**src/rtl/epg_pkg.sv**
```systemverilog
package epg_pkg;

  typedef enum logic [2:0] {
    ST_IDLE,
    ST_SETUP,
    ST_WAIT,
    ST_STROBE,
    ST_TAIL,
    ST_SAMPLE
  } epg_state_e;

  localparam int EPG_WORD_W = 32;
  localparam int EPG_EXT_W  = 16;

  function automatic logic [1:0] epg_min_log2(input logic [1:0] a, input logic [1:0] b);
    return (a < b) ? a : b;
  endfunction

endpackage

```
**src/rtl/epg_cycle_cnt.sv**
```systemverilog
module epg_cycle_cnt #(
  parameter int CW = 4
) (
  input  logic          clk,
  input  logic          rst,
  input  logic          load,
  input  logic [CW-1:0] load_val,
  output logic          zero
);
  logic [CW-1:0] cnt_q;

  always_ff @(posedge clk) begin
    if (rst)                cnt_q <= '0;
    else if (load)          cnt_q <= load_val;
    else if (cnt_q != '0)   cnt_q <= cnt_q - 1'b1;
  end

  assign zero = (cnt_q == '0);
endmodule

```
**src/rtl/epg_addr_step.sv**
```systemverilog
module epg_addr_step #(
  parameter int AW   = 16,
  parameter int TL_W = 3
) (
  input  logic [AW-1:0]   cur_addr,
  input  logic [1:0]      size_log2,
  input  logic [1:0]      beat_log2,
  input  logic [TL_W-1:0] total_log2,
  input  logic            wrap,
  input  logic [1:0]      page_sel,
  output logic [AW-1:0]   nxt_addr,
  output logic            page_cross,
  output logic            xfer_last
);
  logic [AW-1:0] step;
  logic [AW-1:0] incr;
  logic [AW-1:0] wmask;
  logic [AW-1:0] smask;
  logic [AW-1:0] cur_pg;
  logic [AW-1:0] nxt_pg;

  always_comb begin
    step     = AW'(1) << beat_log2;
    incr     = cur_addr + step;
    wmask    = (AW'(1) << total_log2) - AW'(1);
    smask    = (AW'(1) << size_log2) - AW'(1);
    nxt_addr = wrap ? ((cur_addr & ~wmask) | (incr & wmask)) : incr;
    cur_pg   = cur_addr >> (3'd4 + {1'b0, page_sel});
    nxt_pg   = nxt_addr >> (3'd4 + {1'b0, page_sel});
    page_cross = (cur_pg != nxt_pg);
    xfer_last  = (((cur_addr & smask) + step) & smask) == '0;
  end
endmodule

```
**src/rtl/ext_page_seq.sv**
```systemverilog
module ext_page_seq
  import epg_pkg::*;
#(
  parameter int AW     = 16,
  parameter int LEN_W  = 2,
  parameter int WAIT_W = 4,
  parameter int DLY_W  = 4
) (
  input  logic                  clk,
  input  logic                  rst,
  input  logic                  req_valid,
  output logic                  req_ready,
  input  logic [AW-1:0]         req_addr,
  input  logic [1:0]            req_size,
  input  logic [LEN_W-1:0]      req_len_log2,
  input  logic                  req_wrap,
  input  logic                  req_write,
  input  logic [EPG_WORD_W-1:0] wr_word,
  output logic                  wr_pop,
  input  logic                  cfg_bus16,
  input  logic [1:0]            cfg_page_sel,
  input  logic [WAIT_W-1:0]     cfg_wait,
  input  logic [DLY_W-1:0]      cfg_cs_delay,
  input  logic                  cfg_page_rd_en,
  input  logic                  cfg_page_wr_en,
  output logic                  ext_cs_n,
  output logic                  ext_rd_n,
  output logic                  ext_wr_n,
  output logic [AW-1:0]         ext_addr,
  output logic [EPG_EXT_W-1:0]  ext_wdata,
  input  logic [EPG_EXT_W-1:0]  ext_rdata,
  output logic                  rd_valid,
  output logic [EPG_EXT_W-1:0]  rd_data,
  output logic                  done
);
  localparam int MAXLOG = (1 << LEN_W) - 1 + 2;
  localparam int BEAT_W = MAXLOG + 1;
  localparam int TL_W   = $clog2(MAXLOG + 1);
  localparam int CNT_W  = (WAIT_W > DLY_W) ? WAIT_W : DLY_W;

  // request decode
  logic [1:0]      sz_in;
  logic [1:0]      bb_in;
  logic [TL_W-1:0] tl_in;
  logic [TL_W-1:0] nbl_in;
  logic [BEAT_W-1:0] beats_in;
  logic            page_ok_in;

  always_comb begin
    sz_in      = (req_size > 2'd2) ? 2'd2 : req_size;
    bb_in      = epg_min_log2(sz_in, {1'b0, cfg_bus16});
    tl_in      = TL_W'(req_len_log2) + TL_W'(sz_in);
    nbl_in     = tl_in - TL_W'(bb_in);
    beats_in   = BEAT_W'(1) << nbl_in;
    page_ok_in = (req_write ? cfg_page_wr_en : cfg_page_rd_en) && (nbl_in != '0);
  end

  // transaction state
  epg_state_e        state_q, state_d;
  logic [AW-1:0]     addr_q;
  logic [1:0]        sz_q;
  logic [1:0]        bb_q;
  logic [TL_W-1:0]   tl_q;
  logic              wrap_q;
  logic              write_q;
  logic              page_ok_q;
  logic [BEAT_W-1:0] beats_q;

  logic [AW-1:0]     nxt_addr;
  logic              page_cross;
  logic              xfer_last;

  epg_addr_step #(.AW(AW), .TL_W(TL_W)) u_step (
    .cur_addr  (addr_q),
    .size_log2 (sz_q),
    .beat_log2 (bb_q),
    .total_log2(tl_q),
    .wrap      (wrap_q),
    .page_sel  (cfg_page_sel),
    .nxt_addr  (nxt_addr),
    .page_cross(page_cross),
    .xfer_last (xfer_last)
  );

  logic             cnt_load;
  logic [CNT_W-1:0] cnt_val;
  logic             cnt_zero;

  epg_cycle_cnt #(.CW(CNT_W)) u_cnt (
    .clk     (clk),
    .rst     (rst),
    .load    (cnt_load),
    .load_val(cnt_val),
    .zero    (cnt_zero)
  );

  // next-state logic
  logic wait_nz;
  logic dly_nz;
  logic last_beat;

  always_comb begin
    wait_nz   = (cfg_wait != '0);
    dly_nz    = (cfg_cs_delay != '0);
    last_beat = (beats_q == BEAT_W'(1));
    state_d   = state_q;
    cnt_load  = 1'b0;
    cnt_val   = '0;
    unique case (state_q)
      ST_IDLE: begin
        if (req_valid) state_d = ST_SETUP;
      end
      ST_SETUP: begin
        state_d  = wait_nz ? ST_WAIT : ST_STROBE;
        cnt_load = wait_nz;
        cnt_val  = CNT_W'(cfg_wait) - 1'b1;
      end
      ST_WAIT: begin
        if (cnt_zero) state_d = ST_STROBE;
      end
      ST_STROBE: begin
        if (!last_beat && page_ok_q && !page_cross) begin
          state_d  = wait_nz ? ST_WAIT : ST_STROBE;
          cnt_load = wait_nz;
          cnt_val  = CNT_W'(cfg_wait) - 1'b1;
        end else if (dly_nz) begin
          state_d  = ST_TAIL;
          cnt_load = 1'b1;
          cnt_val  = CNT_W'(cfg_cs_delay) - 1'b1;
        end else if (!write_q) begin
          state_d = ST_SAMPLE;
        end else begin
          state_d = last_beat ? ST_IDLE : ST_SETUP;
        end
      end
      ST_TAIL: begin
        if (cnt_zero) state_d = (beats_q != '0) ? ST_SETUP : ST_IDLE;
      end
      ST_SAMPLE: begin
        state_d = (beats_q != '0) ? ST_SETUP : ST_IDLE;
      end
      default: state_d = ST_IDLE;
    endcase
  end

  always_ff @(posedge clk) begin
    if (rst) begin
      state_q   <= ST_IDLE;
      addr_q    <= '0;
      sz_q      <= '0;
      bb_q      <= '0;
      tl_q      <= '0;
      wrap_q    <= 1'b0;
      write_q   <= 1'b0;
      page_ok_q <= 1'b0;
      beats_q   <= '0;
      ext_cs_n  <= 1'b1;
      ext_rd_n  <= 1'b1;
      ext_wr_n  <= 1'b1;
      rd_valid  <= 1'b0;
      done      <= 1'b0;
    end else begin
      state_q <= state_d;
      if (state_q == ST_IDLE && req_valid) begin
        addr_q    <= req_addr;
        sz_q      <= sz_in;
        bb_q      <= bb_in;
        tl_q      <= tl_in;
        wrap_q    <= req_wrap;
        write_q   <= req_write;
        page_ok_q <= page_ok_in;
        beats_q   <= beats_in;
      end
      if (state_q == ST_STROBE) begin
        beats_q <= beats_q - 1'b1;
        if (!last_beat) addr_q <= nxt_addr;
      end
      ext_cs_n <= !(state_d == ST_WAIT || state_d == ST_STROBE || state_d == ST_TAIL);
      ext_rd_n <= !(state_d == ST_STROBE && !write_q);
      ext_wr_n <= !(state_d == ST_STROBE && write_q);
      rd_valid <= (state_q == ST_STROBE) && !write_q;
      done     <= (state_q != ST_IDLE) && (state_d == ST_IDLE);
    end
  end

  always_ff @(posedge clk) begin
    if (state_q == ST_STROBE && !write_q) rd_data <= ext_rdata;
  end

  // write lane select
  logic [1:0] lane_off;

  always_comb begin
    lane_off = addr_q[1:0] & ((sz_q == 2'd2) ? 2'd3 : (sz_q == 2'd1) ? 2'd1 : 2'd0);
    unique case (lane_off)
      2'd0:    ext_wdata = wr_word[15:0];
      2'd1:    ext_wdata = wr_word[23:8];
      2'd2:    ext_wdata = wr_word[31:16];
      default: ext_wdata = {8'h00, wr_word[31:24]};
    endcase
  end

  assign wr_pop    = (state_q == ST_STROBE) && write_q && xfer_last;
  assign req_ready = (state_q == ST_IDLE);
  assign ext_addr  = addr_q;
endmodule

```
**config.mk**
```make
export PLATFORM = sky130hd
export DESIGN_NAME = ext_page_seq
export DESIGN_NICKNAME = d
export VERILOG_FILES = /design/src/rtl/epg_pkg.sv /design/src/rtl/epg_cycle_cnt.sv /design/src/rtl/epg_addr_step.sv /design/src/rtl/ext_page_seq.sv
export SDC_FILE = /design/constraint.sdc
export NUM_CORES = 1
export LEC_CHECK = 0
export ABC_AREA = 1
export BUFFER_PORTS_ARGS = -buffer_cell sky130_fd_sc_hd__buf_2
export CAP_MARGIN = 25
export CORE_MARGIN = 4
export CORE_UTILIZATION = 45
export DETAILED_ROUTE_END_ITERATION = 12
export PLACE_DENSITY = 0.74
export SYNTH_ARGS = -nofsm -noshare
export SYNTH_HDL_FRONTEND = slang
export SYNTH_HIERARCHICAL = 1
export SYNTH_SLANG_ARGS = --single-unit
```
**constraint.sdc**
```tcl
create_clock -name clk -period 6.54 [get_ports clk]
set_input_delay 1.308 -clock clk [delete_from_list [all_inputs] [get_ports clk]]
set_output_delay 1.308 -clock clk [all_outputs]
set_load 0.05 [all_outputs]
```
After elaboration in Yosys (flattened, before gate mapping)
Index checks and enable logic that the tools add are counted.
W data, S select, Z words.
{"block": "word_totals", "output_inout_bits": 55, "wordCells": 117, "ff_bits": 60, "input_bits": 86}
{"block": "classes", "muxes": 30, "n_eq_ne": 14, "shifts": 6, "n_bitwise": 7, "addsub": 11, "n_reduce_logical": 31, "order_cmp": 2}
{"operator": "$and A16 B16 Y16", "count": 4}
{"operator": "$mux W16", "count": 4}
{"operator": "$pmux W16 S3", "count": 1}
{"operator": "$add A16 B16 Y16", "count": 2}
{"operator": "$shl A1 B2 Y16 const A", "count": 2}
{"operator": "$shr A16 B3 Y16", "count": 2}
{"operator": "$sub A16 B2 Y16 const B", "count": 2}
{"operator": "$mux W3", "count": 6}
{"operator": "$pmux W3 S6", "count": 1}
{"operator": "$logic_not A16 Y1", "count": 1}
{"operator": "$mux W4", "count": 4}
{"operator": "$ne A16 B16 Y1", "count": 1}
{"operator": "$not A16 Y16", "count": 1}
{"operator": "$or A16 B16 Y16", "count": 1}
{"operator": "$shl A1 B3 Y16 const A", "count": 1}
{"operator": "$eq A3 B2 Y1 const B", "count": 4}
{"operator": "$mux W6", "count": 2}
{"operator": "$reduce_bool A4 Y1", "count": 3}
{"operator": "$sub A4 B1 Y4 const B", "count": 3}
{"operator": "$logic_and A1 B1 Y1", "count": 10}
{"operator": "$eq A3 B3 Y1 const B", "count": 3}
{"operator": "$pmux W4 S2", "count": 1}
{"operator": "$mux W1", "count": 7}
{"operator": "$eq A6 B1 Y1 const B", "count": 1}
{"operator": "21 further kinds", "count": 34}

Longest topological paths before layout
{"block": "depth", "ltp_word": 16, "depth_mapped": 31, "mapped_depth_nobuf": 31}

By module
Netlist, hierarchy kept.
{"mod": "ext_page_seq", "area_each_um2": 3158.0, "seq_area_each_um2": 1281.2, "instances": 1, "cells_each": 410}
{"mod": "epg_addr_step", "area_each_um2": 1655.3, "seq_area_each_um2": 0.0, "instances": 1, "cells_each": 306}
{"mod": "epg_cycle_cnt", "area_each_um2": 247.7, "seq_area_each_um2": 80.1, "instances": 1, "cells_each": 40}

Worst setup path after synthesis
Ideal clock, no wire load.
{"block": "synth_path", "kind": "register -> output", "start": "register sz_q[1]", "end": "output wr_pop", "path_buffers": 0, "required_ns": 5.232, "t_arrival_ns": 2.772, "slack_ns": 2.460, "path_stages_with_launch": 15, "cell_sequence": "dfxtp_1 -> or2_2 -> ha_1 -> nor2_1 -> nor2_1 -> ha_1 -> nor2_1 -> o21ai_0 -> a21oi_1 -> or2_2 -> nand3_1 -> nand3_1 -> o211a_1 -> nand2_1 -> nor2_1"}
{"block": "synth_via", "elab_chain_len": 7}
{"item": "start: declaration", "line": "ext_page_seq.sv:61", "rtl": "logic [1:0] sz_q;"}
{"item": "start signal: assignment", "line": "ext_page_seq.sv:166", "rtl": "sz_q <= sz_in;"}
{"item": "$shl A1 B2 Y16 (*)", "line": "epg_addr_step.sv:26", "rtl": "smask = (AW'(1) << size_log2) - AW'(1);"}
{"item": "$sub A16 B2 Y16 (*)", "line": "epg_addr_step.sv:26"}
{"item": "$and A16 B16 Y16", "line": "epg_addr_step.sv:31", "rtl": "xfer_last = (((cur_addr & smask) + step) & smask) == '0;"}
{"item": "$add A16 B16 Y16", "line": "epg_addr_step.sv:31"}
{"item": "$and A16 B16 Y16 (*)", "line": "epg_addr_step.sv:31"}
{"item": "$logic_not A16 Y1 (*)", "line": "epg_addr_step.sv:31"}
{"item": "via xfer_last", "line": "ext_page_seq.sv:71", "rtl": "logic xfer_last;"}
{"item": "$logic_and A1 B1 Y1 (*)", "line": "ext_page_seq.sv:203", "rtl": "assign wr_pop = (state_q == ST_STROBE) && write_q && xfer_last;"}
{"item": "end: declaration", "line": "ext_page_seq.sv:19", "rtl": "output logic wr_pop,"}
Mark *: on every way through the listed nets, which the timed path passes. The rest lies on a longest branch.

Worst setup path after layout
Ends and elaborated chain as after synthesis.

==> results.cfg <==
[outcome]
status = completed

[worst_setup_path]
startpoint_type = register
worstPathRequired_ns = 5.23
path_class = register to output pin
path_max_fanout = 6
worstPathArrival_ns = 3.13
critPathCaptureType = output pin

[sta]
hold_violations = 0
slew_viol_final = 0
finalSetupTns_ns = 0
period_needed_ns = 4.43
rsz0062_at_grt = no
setup_viol = 0
period_share = 0.678
worst_slew_pin_slew_ns = 0.968
slew_headroom = 0.352
fin_skew_ns = 0.00945
setup_ws_ns = 2.11
fmax_ghz = 0.225

[clocking]
cts_made_buffers = 9
cts_hold_buffers = 0
clock_latency_ns = 0.34
h-tree-depth = 3
cts_root_buffer = clkbuf_16
cts_resized = 0
cts_setup_buffers = 0
cts_tree = yes
clockBufferDepth = 2
path_clk_slew_ns = 0.05
cts_sinks = 60

[route]
first_pass_iters = 6
vias = 5452
wl_microns = 14300
viasPerCell = 5.30
avgRoutedWirePerCell_microns = 13.9
drt_iter0_drc = 405
ant_nets = 0
post-route-drc-count = 0

[min_path]
worstHoldPathType = register to register

[synthesis]
syn-cell-area_sq_mm = 0.00506
synth_warnings = 6
synth.net_count = 863
async_flop_share = 0
yosysSeqAreaShare = 0.269
ys_types = 52
synth_edf_count = 16
yosys-top-cells-area = dfxtp_1, nand2_1, edfxtp_1
synth_top_cell_by_area = dfxtp_1
synth_top_area_frac = 0.174
syn_inst = 756
synth_ff_type = dfxtp_1
avgSynthCellArea_sq_um = 6.69
ys_ff_latch = 60

[placement]
gp_congestion = 0.946
io_buffers = 140
dp_slack_ns = 2.16
hpwl_microns = 10900

[pwr]
switchingPower_uw = 672
power.internal_uw = 919
power_density_mw_per_mm2 = 263
swShare = 0.422
ir_drop_mv = 0.209
leakagePower_uw = 0.00297
p_seq_frac = 0.307
power.share.clock = 0.289
p_comb_frac = 0.404

[finish]
final_cell_mix = nand2_1, buf_2, inv_1
areaGrowthSynthToFinish_pct = 19.6
antenna-diode-count = 0
fillCellCount = 1117
fin_nets = 990
final_common_cell = nand2_1
drive_above_1_share = 0.248

[global_route]
grt_usage = 0.222
grt_remaining_overflow = 0
grt_max_degree = 34
grt_pass1_vias = 4945
grt_antenna_before_repair = 0
grt_pass1_wl_microns = 23600

[die]
rows = 38
core-area_sq_mm = 0.0109
start_util = 0.463
fp.dieH_microns = 114
die_w_microns = 114
dieArea_sq_mm = 0.0130
ios = 141

[flow_run]
maxCapViolations = 0
==> synth_stat cells, types with 2 or more instances <==
cell type and n:
a21oi_1 25, a22oi_1 2, a31oi_1 17, buf_2 8, buf_4 2, buf_6 7, clkbuf_1 6, conb_1 2
dfxtp_1 44, edfxtp_1 16, fa_1 2, ha_1 19, inv_1 102, inv_2 5, mux2_2 2, mux2i_1 2
nand2_1 211, nand2_2 18, nand2_4 4, nand3_1 61, nand3_2 14, nand3_4 2, nand3b_1 3, nand4_1 21
nand4_2 2, nor2_1 49, nor2_4 3, nor3_1 3, nor3_2 3, o2111ai_1 4, o211ai_1 8, o21a_1 2
o21ai_0 52, o21ai_1 3, o21ai_2 2, o221ai_1 3, o22ai_1 2, or2_2 3, xnor2_1 4, xor2_1 6
==> final cells by class <==
class / instances / area, sq um / share of cell area
Clock inverter: 5 / 53.8 / 0.00889
Timing Repair Buffer: 140 / 701 / 0.116
Sequential cell: 60 / 1360 / 0.225
Multi-Input combinational cell: 564 / 3120 / 0.516
Clock buffer: 11 / 233 / 0.0385
Tap cell: 140 / 175 / 0.0289
Inverter: 108 / 408 / 0.0674
==> final timing paths <==
check	slack [ns]	startpoint	cells after the start	to
worst max register to register	2.57	bb_q[0]	29	u_cnt/cnt_q[1]
worst max-delay path	2.11	sz_q[1]	15	wr_pop
worst min register to register	0.47	page_ok_q	2	page_ok_q
worst min-delay path	0.47	page_ok_q	2	page_ok_q
==> flip-flops by register name, indices dropped and copies added (netlist names) <==
name	flops
bb_q	2
beats_q	6
done	1
ext_addr	16
ext_cs_n	1
ext_rd_n	1
ext_wr_n	1
page_ok_q	1
rd_data	16
rd_valid	1
state_q	3
sz_q	2
tl_q	3
u_cnt/cnt_q	4
wrap_q	1
write_q	1
==> worst max-delay path: stages (launching register included) <==
cell	delay, ns
dfxtp_1	0.35
or2_2	0.32
ha_1	0.33
nor2_1	0.16
nor2_1	0.07
ha_1	0.19
nor2_1	0.15
o21ai_0	0.12
a21oi_1	0.16
or2_2	0.13
nand3_1	0.08
nand3_1	0.09
o211a_1	0.18
nand2_1	0.06
nor2_1	0.13
buf_2	0.29
==> logic make-up after synthesis <==
group / Yosys count / share of synthesized area
other: 2 / 0.00148
flip-flops: 60 / 0.269
adder cells (fa/ha/maj): 21 / 0.0549
buffers and inverters: 132 / 0.114
AO/OA/AOI/OAI: 126 / 0.152
XOR/XNOR: 10 / 0.0173
multiplexers: 4 / 0.00841
AND/OR/NAND/NOR: 401 / 0.383
==> metal layers <==
| metal | GRT usage | share of wire | vias to the layer above |
|---|---|---|---|
| met1 | 0.298 | 0.44 | 2513 |
| met2 | 0.367 | 0.49 | 161 |
| met3 | 0.0391 | 0.051 | 18 |
| met4 | 0.0665 | 0.013 | 0 |
| li1 | - | - | 2760 |
| met5 | 0 | 0 | - |
==> power by group through the flow <==
stage               Clock (uW)  Combinational, uW  Sequential (uW)
floorplan                    0                436              550
global placement             0                632              495
detailed placement           0                639              495
CTS                        471                642              488
global route               491                723              498
finish                     460                642              489
==> through the flow <==
step	utilization	instances	power (uW)	cell area, sq um	hold slack [ns]
floorplan	-	756	986	5060	0.417
global route	0.553	1028	1710	6050	0.492
global placement	0.527	1012	1130	5770	0.456
detailed placement	0.527	1012	1130	5770	0.460
finish	0.553	1028	1590	6050	0.469
CTS	0.553	1028	1600	6050	0.468
Power figures use the tool's default switching activity.
